===== src/rtl/pgx_pkg.sv =====
package pgx_pkg;
  localparam int unsigned ADDR_W = 32;
  localparam int unsigned OFF_W  = 12;
  localparam int unsigned IDX_W  = 10;
  localparam int unsigned VPN_W  = ADDR_W - OFF_W;
  localparam int unsigned ENT_B  = 2;   // log2 of entry size in bytes
  localparam int unsigned BIT_P  = 0;   // present
  localparam int unsigned BIT_W  = 1;   // writable

  typedef enum logic [1:0] {
    ST_IDLE = 2'd0,
    ST_DIR  = 2'd1,
    ST_TBL  = 2'd2,
    ST_RSP  = 2'd3
  } st_e;
endpackage


===== src/rtl/pgx_tlb.sv =====
module pgx_tlb #(
  parameter int unsigned DEPTH = 32,
  parameter int unsigned VPN_W = 20,
  parameter int unsigned PFN_W = 20
) (
  input  logic             clk_i,
  input  logic             rst_ni,
  input  logic             flush_i,
  input  logic [VPN_W-1:0] lk_vpn_i,
  output logic             hit_o,
  output logic [PFN_W-1:0] hit_pfn_o,
  output logic             hit_wr_o,
  input  logic             fill_i,
  input  logic [VPN_W-1:0] fill_vpn_i,
  input  logic [PFN_W-1:0] fill_pfn_i,
  input  logic             fill_wr_i
);
  localparam int unsigned PTR_W = (DEPTH > 1) ? $clog2(DEPTH) : 1;
  localparam logic [PTR_W-1:0] PTR_MAX = PTR_W'(DEPTH - 1);

  logic [DEPTH-1:0] vld_q;
  logic [DEPTH-1:0] wr_q;
  logic [VPN_W-1:0] vpn_q [DEPTH];
  logic [PFN_W-1:0] pfn_q [DEPTH];
  logic [PTR_W-1:0] ptr_q;
  logic [DEPTH-1:0] match;

  for (genvar i = 0; i < DEPTH; i++) begin : g_cmp
    assign match[i] = vld_q[i] && (vpn_q[i] == lk_vpn_i);
  end

  // at most one entry matches: fills only follow misses
  always_comb begin
    hit_pfn_o = '0;
    hit_wr_o  = 1'b0;
    for (int i = 0; i < DEPTH; i++) begin
      hit_pfn_o = hit_pfn_o | ({PFN_W{match[i]}} & pfn_q[i]);
      hit_wr_o  = hit_wr_o  | (match[i] & wr_q[i]);
    end
  end
  assign hit_o = |match;

  always_ff @(posedge clk_i or negedge rst_ni) begin
    if (!rst_ni) begin
      vld_q <= '0;
      ptr_q <= '0;
    end else if (flush_i) begin
      vld_q <= '0;
      ptr_q <= '0;
    end else if (fill_i) begin
      vld_q[ptr_q] <= 1'b1;
      ptr_q        <= (ptr_q == PTR_MAX) ? '0 : ptr_q + 1'b1;
    end
  end

  always_ff @(posedge clk_i) begin
    if (fill_i && !flush_i) begin
      vpn_q[ptr_q] <= fill_vpn_i;
      pfn_q[ptr_q] <= fill_pfn_i;
      wr_q[ptr_q]  <= fill_wr_i;
    end
  end
endmodule


===== src/rtl/pgx_walk.sv =====
module pgx_walk
  import pgx_pkg::*;
(
  input  logic              clk_i,
  input  logic              rst_ni,
  input  logic              pg_en_i,
  input  logic [ADDR_W-1:0] dir_base_i,
  input  logic              req_valid_i,
  output logic              req_ready_o,
  input  logic [ADDR_W-1:0] req_addr_i,
  input  logic              req_write_i,
  output logic              rsp_valid_o,
  input  logic              rsp_ready_i,
  output logic [ADDR_W-1:0] rsp_paddr_o,
  output logic              rsp_fault_o,
  output logic [ADDR_W-1:0] fault_addr_o,
  output logic              mem_req_o,
  output logic [ADDR_W-1:0] mem_addr_o,
  input  logic              mem_ack_i,
  input  logic [ADDR_W-1:0] mem_rdata_i,
  input  logic              hit_i,
  input  logic [VPN_W-1:0]  hit_pfn_i,
  input  logic              hit_wr_i,
  output logic              fill_o,
  output logic [VPN_W-1:0]  fill_vpn_o,
  output logic [VPN_W-1:0]  fill_pfn_o,
  output logic              fill_wr_o
);
  st_e               st_q;
  logic [ADDR_W-1:0] la_q;
  logic              wr_q;
  logic [VPN_W-1:0]  tbase_q;
  logic [ADDR_W-1:0] paddr_q;
  logic              fault_q;
  logic [ADDR_W-1:0] faddr_q;

  logic accept;
  logic ent_p, ent_w, tbl_ok;
  logic unused_bits;

  assign unused_bits = ^{mem_rdata_i[OFF_W-1:BIT_W+1], dir_base_i[OFF_W-1:0]};

  assign req_ready_o = (st_q == ST_IDLE);
  assign accept      = req_valid_i && req_ready_o;
  assign ent_p       = mem_rdata_i[BIT_P];
  assign ent_w       = mem_rdata_i[BIT_W];
  assign tbl_ok      = ent_p && !(wr_q && !ent_w);

  always_comb begin
    if (st_q == ST_DIR)
      mem_addr_o = {dir_base_i[ADDR_W-1:OFF_W], la_q[ADDR_W-1:ADDR_W-IDX_W], {ENT_B{1'b0}}};
    else
      mem_addr_o = {tbase_q, la_q[OFF_W+IDX_W-1:OFF_W], {ENT_B{1'b0}}};
  end
  assign mem_req_o = (st_q == ST_DIR) || (st_q == ST_TBL);

  assign fill_o     = (st_q == ST_TBL) && mem_ack_i && tbl_ok;
  assign fill_vpn_o = la_q[ADDR_W-1:OFF_W];
  assign fill_pfn_o = mem_rdata_i[ADDR_W-1:OFF_W];
  assign fill_wr_o  = ent_w;

  always_ff @(posedge clk_i or negedge rst_ni) begin
    if (!rst_ni) begin
      st_q    <= ST_IDLE;
      la_q    <= '0;
      wr_q    <= 1'b0;
      tbase_q <= '0;
      paddr_q <= '0;
      fault_q <= 1'b0;
      faddr_q <= '0;
    end else begin
      unique case (st_q)
        ST_IDLE: if (accept) begin
          la_q <= req_addr_i;
          wr_q <= req_write_i;
          if (!pg_en_i) begin
            paddr_q <= req_addr_i;
            fault_q <= 1'b0;
            st_q    <= ST_RSP;
          end else if (hit_i) begin
            if (req_write_i && !hit_wr_i) begin
              paddr_q <= '0;
              fault_q <= 1'b1;
              faddr_q <= req_addr_i;
            end else begin
              paddr_q <= {hit_pfn_i, req_addr_i[OFF_W-1:0]};
              fault_q <= 1'b0;
            end
            st_q <= ST_RSP;
          end else begin
            st_q <= ST_DIR;
          end
        end
        ST_DIR: if (mem_ack_i) begin
          if (!ent_p) begin
            paddr_q <= '0;
            fault_q <= 1'b1;
            faddr_q <= la_q;
            st_q    <= ST_RSP;
          end else begin
            tbase_q <= mem_rdata_i[ADDR_W-1:OFF_W];
            st_q    <= ST_TBL;
          end
        end
        ST_TBL: if (mem_ack_i) begin
          if (tbl_ok) begin
            paddr_q <= {mem_rdata_i[ADDR_W-1:OFF_W], la_q[OFF_W-1:0]};
            fault_q <= 1'b0;
          end else begin
            paddr_q <= '0;
            fault_q <= 1'b1;
            faddr_q <= la_q;
          end
          st_q <= ST_RSP;
        end
        ST_RSP: if (rsp_ready_i) st_q <= ST_IDLE;
        default: st_q <= ST_IDLE;
      endcase
    end
  end

  assign rsp_valid_o  = (st_q == ST_RSP);
  assign rsp_paddr_o  = paddr_q;
  assign rsp_fault_o  = fault_q;
  assign fault_addr_o = faddr_q;
endmodule


===== src/rtl/pgx_xlate.sv =====
module pgx_xlate
  import pgx_pkg::*;
#(
  parameter int unsigned TLB_DEPTH = 32
) (
  input  logic              clk_i,
  input  logic              rst_ni,
  input  logic              pg_en_i,
  input  logic [ADDR_W-1:0] dir_base_i,
  input  logic              flush_i,
  input  logic              req_valid_i,
  output logic              req_ready_o,
  input  logic [ADDR_W-1:0] req_addr_i,
  input  logic              req_write_i,
  output logic              rsp_valid_o,
  input  logic              rsp_ready_i,
  output logic [ADDR_W-1:0] rsp_paddr_o,
  output logic              rsp_fault_o,
  output logic [ADDR_W-1:0] fault_addr_o,
  output logic              mem_req_o,
  output logic [ADDR_W-1:0] mem_addr_o,
  input  logic              mem_ack_i,
  input  logic [ADDR_W-1:0] mem_rdata_i
);
  logic             tlb_hit, hit_eff, hit_wr;
  logic [VPN_W-1:0] hit_pfn;
  logic             fill;
  logic [VPN_W-1:0] fill_vpn, fill_pfn;
  logic             fill_wr;

  // a lookup in a flush cycle sees an empty cache
  assign hit_eff = tlb_hit && !flush_i;

  pgx_tlb #(.DEPTH(TLB_DEPTH), .VPN_W(VPN_W), .PFN_W(VPN_W)) u_tlb (
    .clk_i      (clk_i),
    .rst_ni     (rst_ni),
    .flush_i    (flush_i),
    .lk_vpn_i   (req_addr_i[ADDR_W-1:OFF_W]),
    .hit_o      (tlb_hit),
    .hit_pfn_o  (hit_pfn),
    .hit_wr_o   (hit_wr),
    .fill_i     (fill),
    .fill_vpn_i (fill_vpn),
    .fill_pfn_i (fill_pfn),
    .fill_wr_i  (fill_wr)
  );

  pgx_walk u_walk (
    .clk_i        (clk_i),
    .rst_ni       (rst_ni),
    .pg_en_i      (pg_en_i),
    .dir_base_i   (dir_base_i),
    .req_valid_i  (req_valid_i),
    .req_ready_o  (req_ready_o),
    .req_addr_i   (req_addr_i),
    .req_write_i  (req_write_i),
    .rsp_valid_o  (rsp_valid_o),
    .rsp_ready_i  (rsp_ready_i),
    .rsp_paddr_o  (rsp_paddr_o),
    .rsp_fault_o  (rsp_fault_o),
    .fault_addr_o (fault_addr_o),
    .mem_req_o    (mem_req_o),
    .mem_addr_o   (mem_addr_o),
    .mem_ack_i    (mem_ack_i),
    .mem_rdata_i  (mem_rdata_i),
    .hit_i        (hit_eff),
    .hit_pfn_i    (hit_pfn),
    .hit_wr_i     (hit_wr),
    .fill_o       (fill),
    .fill_vpn_o   (fill_vpn),
    .fill_pfn_o   (fill_pfn),
    .fill_wr_o    (fill_wr)
  );
endmodule


===== config.mk =====
export PLATFORM = sky130hd
export DESIGN_NAME = pgx_xlate
export DESIGN_NICKNAME = d
export VERILOG_FILES = /design/src/rtl/pgx_pkg.sv /design/src/rtl/pgx_tlb.sv /design/src/rtl/pgx_walk.sv /design/src/rtl/pgx_xlate.sv
export SDC_FILE = /design/constraint.sdc
export NUM_CORES = 2
export LEC_CHECK = 0
export BUFFER_PORTS_ARGS = -buffer_cell sky130_fd_sc_hd__buf_2
export CELL_PAD_IN_SITES_DETAIL_PLACEMENT = 1
export CELL_PAD_IN_SITES_GLOBAL_PLACEMENT = 2
export CORE_MARGIN = 5
export CORE_UTILIZATION = 50
export DETAILED_ROUTE_END_ITERATION = 16
export GPL_TIMING_DRIVEN = 0
export PLACE_DENSITY = 0.86
export SETUP_SLACK_MARGIN = 0.1
export SYNTH_ARGS = -nofsm -noshare
export SYNTH_HDL_FRONTEND = slang
export SYNTH_SLANG_ARGS = --single-unit
export TNS_END_PERCENT = 10

===== constraint.sdc =====
create_clock -name clk_i -period 9.4 [get_ports clk_i]
set_clock_uncertainty 0.1 [all_clocks]
set_input_delay 2.35 -clock clk_i [delete_from_list [all_inputs] [get_ports clk_i]]
set_output_delay 2.35 -clock clk_i [all_outputs]
set_load 0.03 [all_outputs]

==> impl_metrics.py <==
metrics = {
    "yosys": {
        "synth_area_leaders": "edfxtp_1 68%, xor2_1 8.1%, dfrtp_1 6.7%",
        "syn_avg_cell_area_um2": 16.80,
        "syn_area_mm2": 0.05821,
        "synth_ff_type": "edfxtp_1",
        "synthCells": 3465,
        "synthArstFlopShare_pct": 10.69,
        "synth_top_cell_by_area": "edfxtp_1",
        "synth_cell_types": 56,
        "ys_seq_elements": 1469,
        "ys_seq_area_share_pct": 74.43,
        "ys_warn_count": 0,
        "synth_edf_count": 1312,
        "synth.top_cell.area_share_pct": 67.68,
    },
    "finish": {
        "final_area_mm2": 0.06763,
        "most-common-layout-cells": "1312 x edfxtp_1, 537 x xor2_1, 210 x buf_2",
        "area_growth_pct": 16.17,
        "drive_gt1_share_pct": 18.27,
        "n_fill_cell": 10410,
        "mostFrequentLayoutCell": "edfxtp_1",
        "fin_nets": 3969,
    },
    "drt": {
        "totalWireLength_um": 218900,
        "drt_pass1_iterations": 7,
        "wl_met2_um": 95370,
        "top_layer": "met5",
        "vias_per_cell": 6.851,
        "num_vias": 37740,
        "wl_met3_um": 32150,
        "ant_nets": 0,
        "wire_per_inst_um": 39.73,
        "drtIter0Drc": 6737,
        "route.detailed.drc": 0,
        "met1_length_um": 77770,
    },
    "cts": {
        "htreeDepth": 4,
        "ctsHoldBuffers": 0,
        "cts_resized": 0,
        "cts.sinks": 1469,
        "cts_setup_buffers": 0,
        "cts_inserted_buffers": 152,
        "clk_latency_ns": 0.81,
        "cts.path.max_buffers": 3,
        "cts-root-buf": "clkbuf_16",
        "cts_tree": "built",
        "clk_pin_slew_ns": 0.06,
    },
    "timing": {
        "tightest_slew_ns": 1.648,
        "hold_viol_final": 0,
        "report.final.slew_viol_count": 60,
        "setup_slack_ns": 1.647,
        "max_freq_mhz": 129.0,
        "rsz0062_at_grt": "no",
        "setup_viol_count_final": 0,
        "relSlewSlack_pct": -9.836,
        "period_needed_ns": 7.753,
        "finalCritPeriodShare_pct": 82.48,
    },
    "flow_run": {
        "cap_violations": 6,
    },
    "power": {
        "total_leakage_power_nw": 23.01,
        "peakVddDrop_v": 0.0001954,
        "p_per_area_mw_per_mm2": 256.5,
        "power.total_mw": 17.35,
    },
    "die": {
        "start_util_pct": 50.23,
        "die_x_um": 351.2,
        "die-area_mm2": 0.1233,
        "rows": 125,
        "die_y_um": 351.2,
        "core-area_mm2": 0.1159,
        "ios": 204,
    },
    "min_path": {
        "hold_depth": 2,
        "hold_class": "reg2reg",
        "hold_start": "u_walk.rsp_paddr_o[29]",
        "hold_end": "u_walk.rsp_paddr_o[29]",
    },
    "status": {
        "failed_checks": "capacitance limit, slew limit",
        "status": "finished with violations",
    },
    "setup_path": {
        "crit_fanout": 10,
        "end_kind": "register",
        "reg2reg_slack_ns": 3.36,
        "arrival_ns": 8.35,
        "crit_required_ns": 10.00,
        "crit_type": "in2reg",
        "r2r-end": "u_walk.rsp_paddr_o[14]",
        "start_kind": "input pin",
        "rr_worst_depth": 11,
        "reg2reg_from": "u_tlb.vpn_q[9][12]",
    },
    "placement": {
        "portBuffers": 159,
        "dpl_cell_area_mm2": 0.06290,
        "place.gp.congestion": 0.8581,
        "pre_cts_ws_ns": 1.334,
        "dp_hpwl_um": 136300,
    },
    "grt": {
        "overflow": 0,
        "grt_pass1_wl_um": 298000,
        "grt_pass1_vias": 37850,
        "grt_max_degree": 82,
        "antenna_found_initial": 16,
        "grtUsageTotal_pct": 35.07,
    },
}
[metrics by stage]
stage	util, %	hold slack, ns	instances	setup TNS (ns)
2_1_floorplan	-	0.3754	3466	0
3_3_place_gp	52.56	0.3568	5149	-33.15
3_5_place_dp	54.28	0.3655	5225	0
4_1_cts	58.33	0.3786	5503	0
5_1_grt	58.34	0.3942	5504	0
6_report	58.35	0.3711	5509	0
[worst max-delay path: stages]
cell and delay, ns:
buf_2 0.27, buf_4 0.38, xor2_1 0.12, nor4_1 0.28
nand4_1 0.45, nor4_2 1.07, clkbuf_1 1.06, clkbuf_1 1.15
a22oi_1 0.19, nand3_1 0.18, or4_1 0.28, a21oi_1 0.31
o21ai_1 0.21
[kinds of logic after synthesis]
kind of cell | after synthesis | synth area share (%)
other | 1 | 0.006442
AND/OR/NAND/NOR | 482 | 4.578
flip-flops | 1469 | 74.43
multiplexers | 148 | 2.861
XOR/XNOR | 638 | 9.599
adder cells (fa/ha/maj) | 9 | 0.1934
buffers and inverters | 243 | 2.132
AO/OA/AOI/OAI | 475 | 6.201
[power breakdown]
part	switching [mW]	internal (mW)
Combinational	2.27	0.994
Clock	2.58	3.26
Sequential	0.443	7.80
Total	5.30	12.0
[routing by layer]
layer  global-route usage, %  vias up
li1                        -    14210
met1                   46.49    19170
met2                   52.12     3551
met3                   11.71      808
met4                   17.49       12
met5                   1.295        -
[registers in the layout (all words and copies together), names as in the netlist]
register,flops
u_walk.rsp_paddr_o,32
u_walk.la_q,32
u_tlb.vld_q,32
u_walk.st_q,2
u_walk.wr_q,1
u_tlb.vpn_q,640
u_walk.rsp_fault_o,1
u_tlb.ptr_q,5
u_tlb.pfn_q,640
u_walk.tbase_q,20
u_walk.fault_addr_o,32
u_tlb.wr_q,32
[final cells by class]
cell class                      instances  area [µm²]  area share, %
Clock inverter                         74       519.2         0.7678
Inverter                               52       195.2         0.2886
Tap cell                             1524        1907          2.820
Multi-Input combinational cell       1754       13890          20.55
Buffer                                191        1049          1.550
Timing Repair Buffer                  236        2522          3.730
Antenna cell                            5       12.51        0.01850
Clock buffer                          204        4175          6.174
Sequential cell                      1469       43350          64.10
[cells in the mapped netlist (2+ instances only)]
| library cell | instances |
|---|---|
| buf_6 | 12 |
| xnor2_1 | 101 |
| a22oi_1 | 176 |
| dfrtp_1 | 157 |
| nor4_1 | 120 |
| o32ai_1 | 3 |
| nor2_1 | 61 |
| mux2_2 | 117 |
| nor4_2 | 9 |
| buf_1 | 11 |
| a222oi_1 | 2 |
| inv_1 | 52 |
| nor3b_1 | 2 |
| nand3_1 | 104 |
| edfxtp_1 | 1312 |
| or4_1 | 23 |
| a22o_1 | 100 |
| o21ai_0 | 20 |
| buf_2 | 51 |
| nand3b_1 | 3 |
| nand4_1 | 61 |
| nor3_1 | 40 |
| buf_8 | 2 |
| nand2_1 | 48 |
| o21ai_1 | 17 |
| nand2b_1 | 2 |
| a221oi_1 | 80 |
| buf_4 | 38 |
| mux2_1 | 30 |
| dlygate4sd1_1 | 2 |
| ha_1 | 9 |
| xor2_1 | 537 |
| clkbuf_1 | 75 |
| a311oi_1 | 2 |
| o22ai_1 | 36 |
| a21oi_1 | 30 |
[how the worst max path moves through the flow]
stage               cells past startpoint            from  slack (ns)                      to
finish                                 13  req_addr_i[17]        1.65  u_walk.rsp_paddr_o[14]
global placement                        8  mem_rdata_i[1]       -0.50      u_tlb.vpn_q[21][4]
global route                           13  req_addr_i[22]        2.02  u_walk.rsp_paddr_o[14]
detailed placement                     13  req_addr_i[22]        1.33  u_walk.rsp_paddr_o[14]
floorplan                               7  mem_rdata_i[0]        3.61      u_tlb.pfn_q[14][0]
CTS                                    13  req_addr_i[22]        2.20  u_walk.rsp_paddr_o[14]
(Power assumes the default switching activity.)
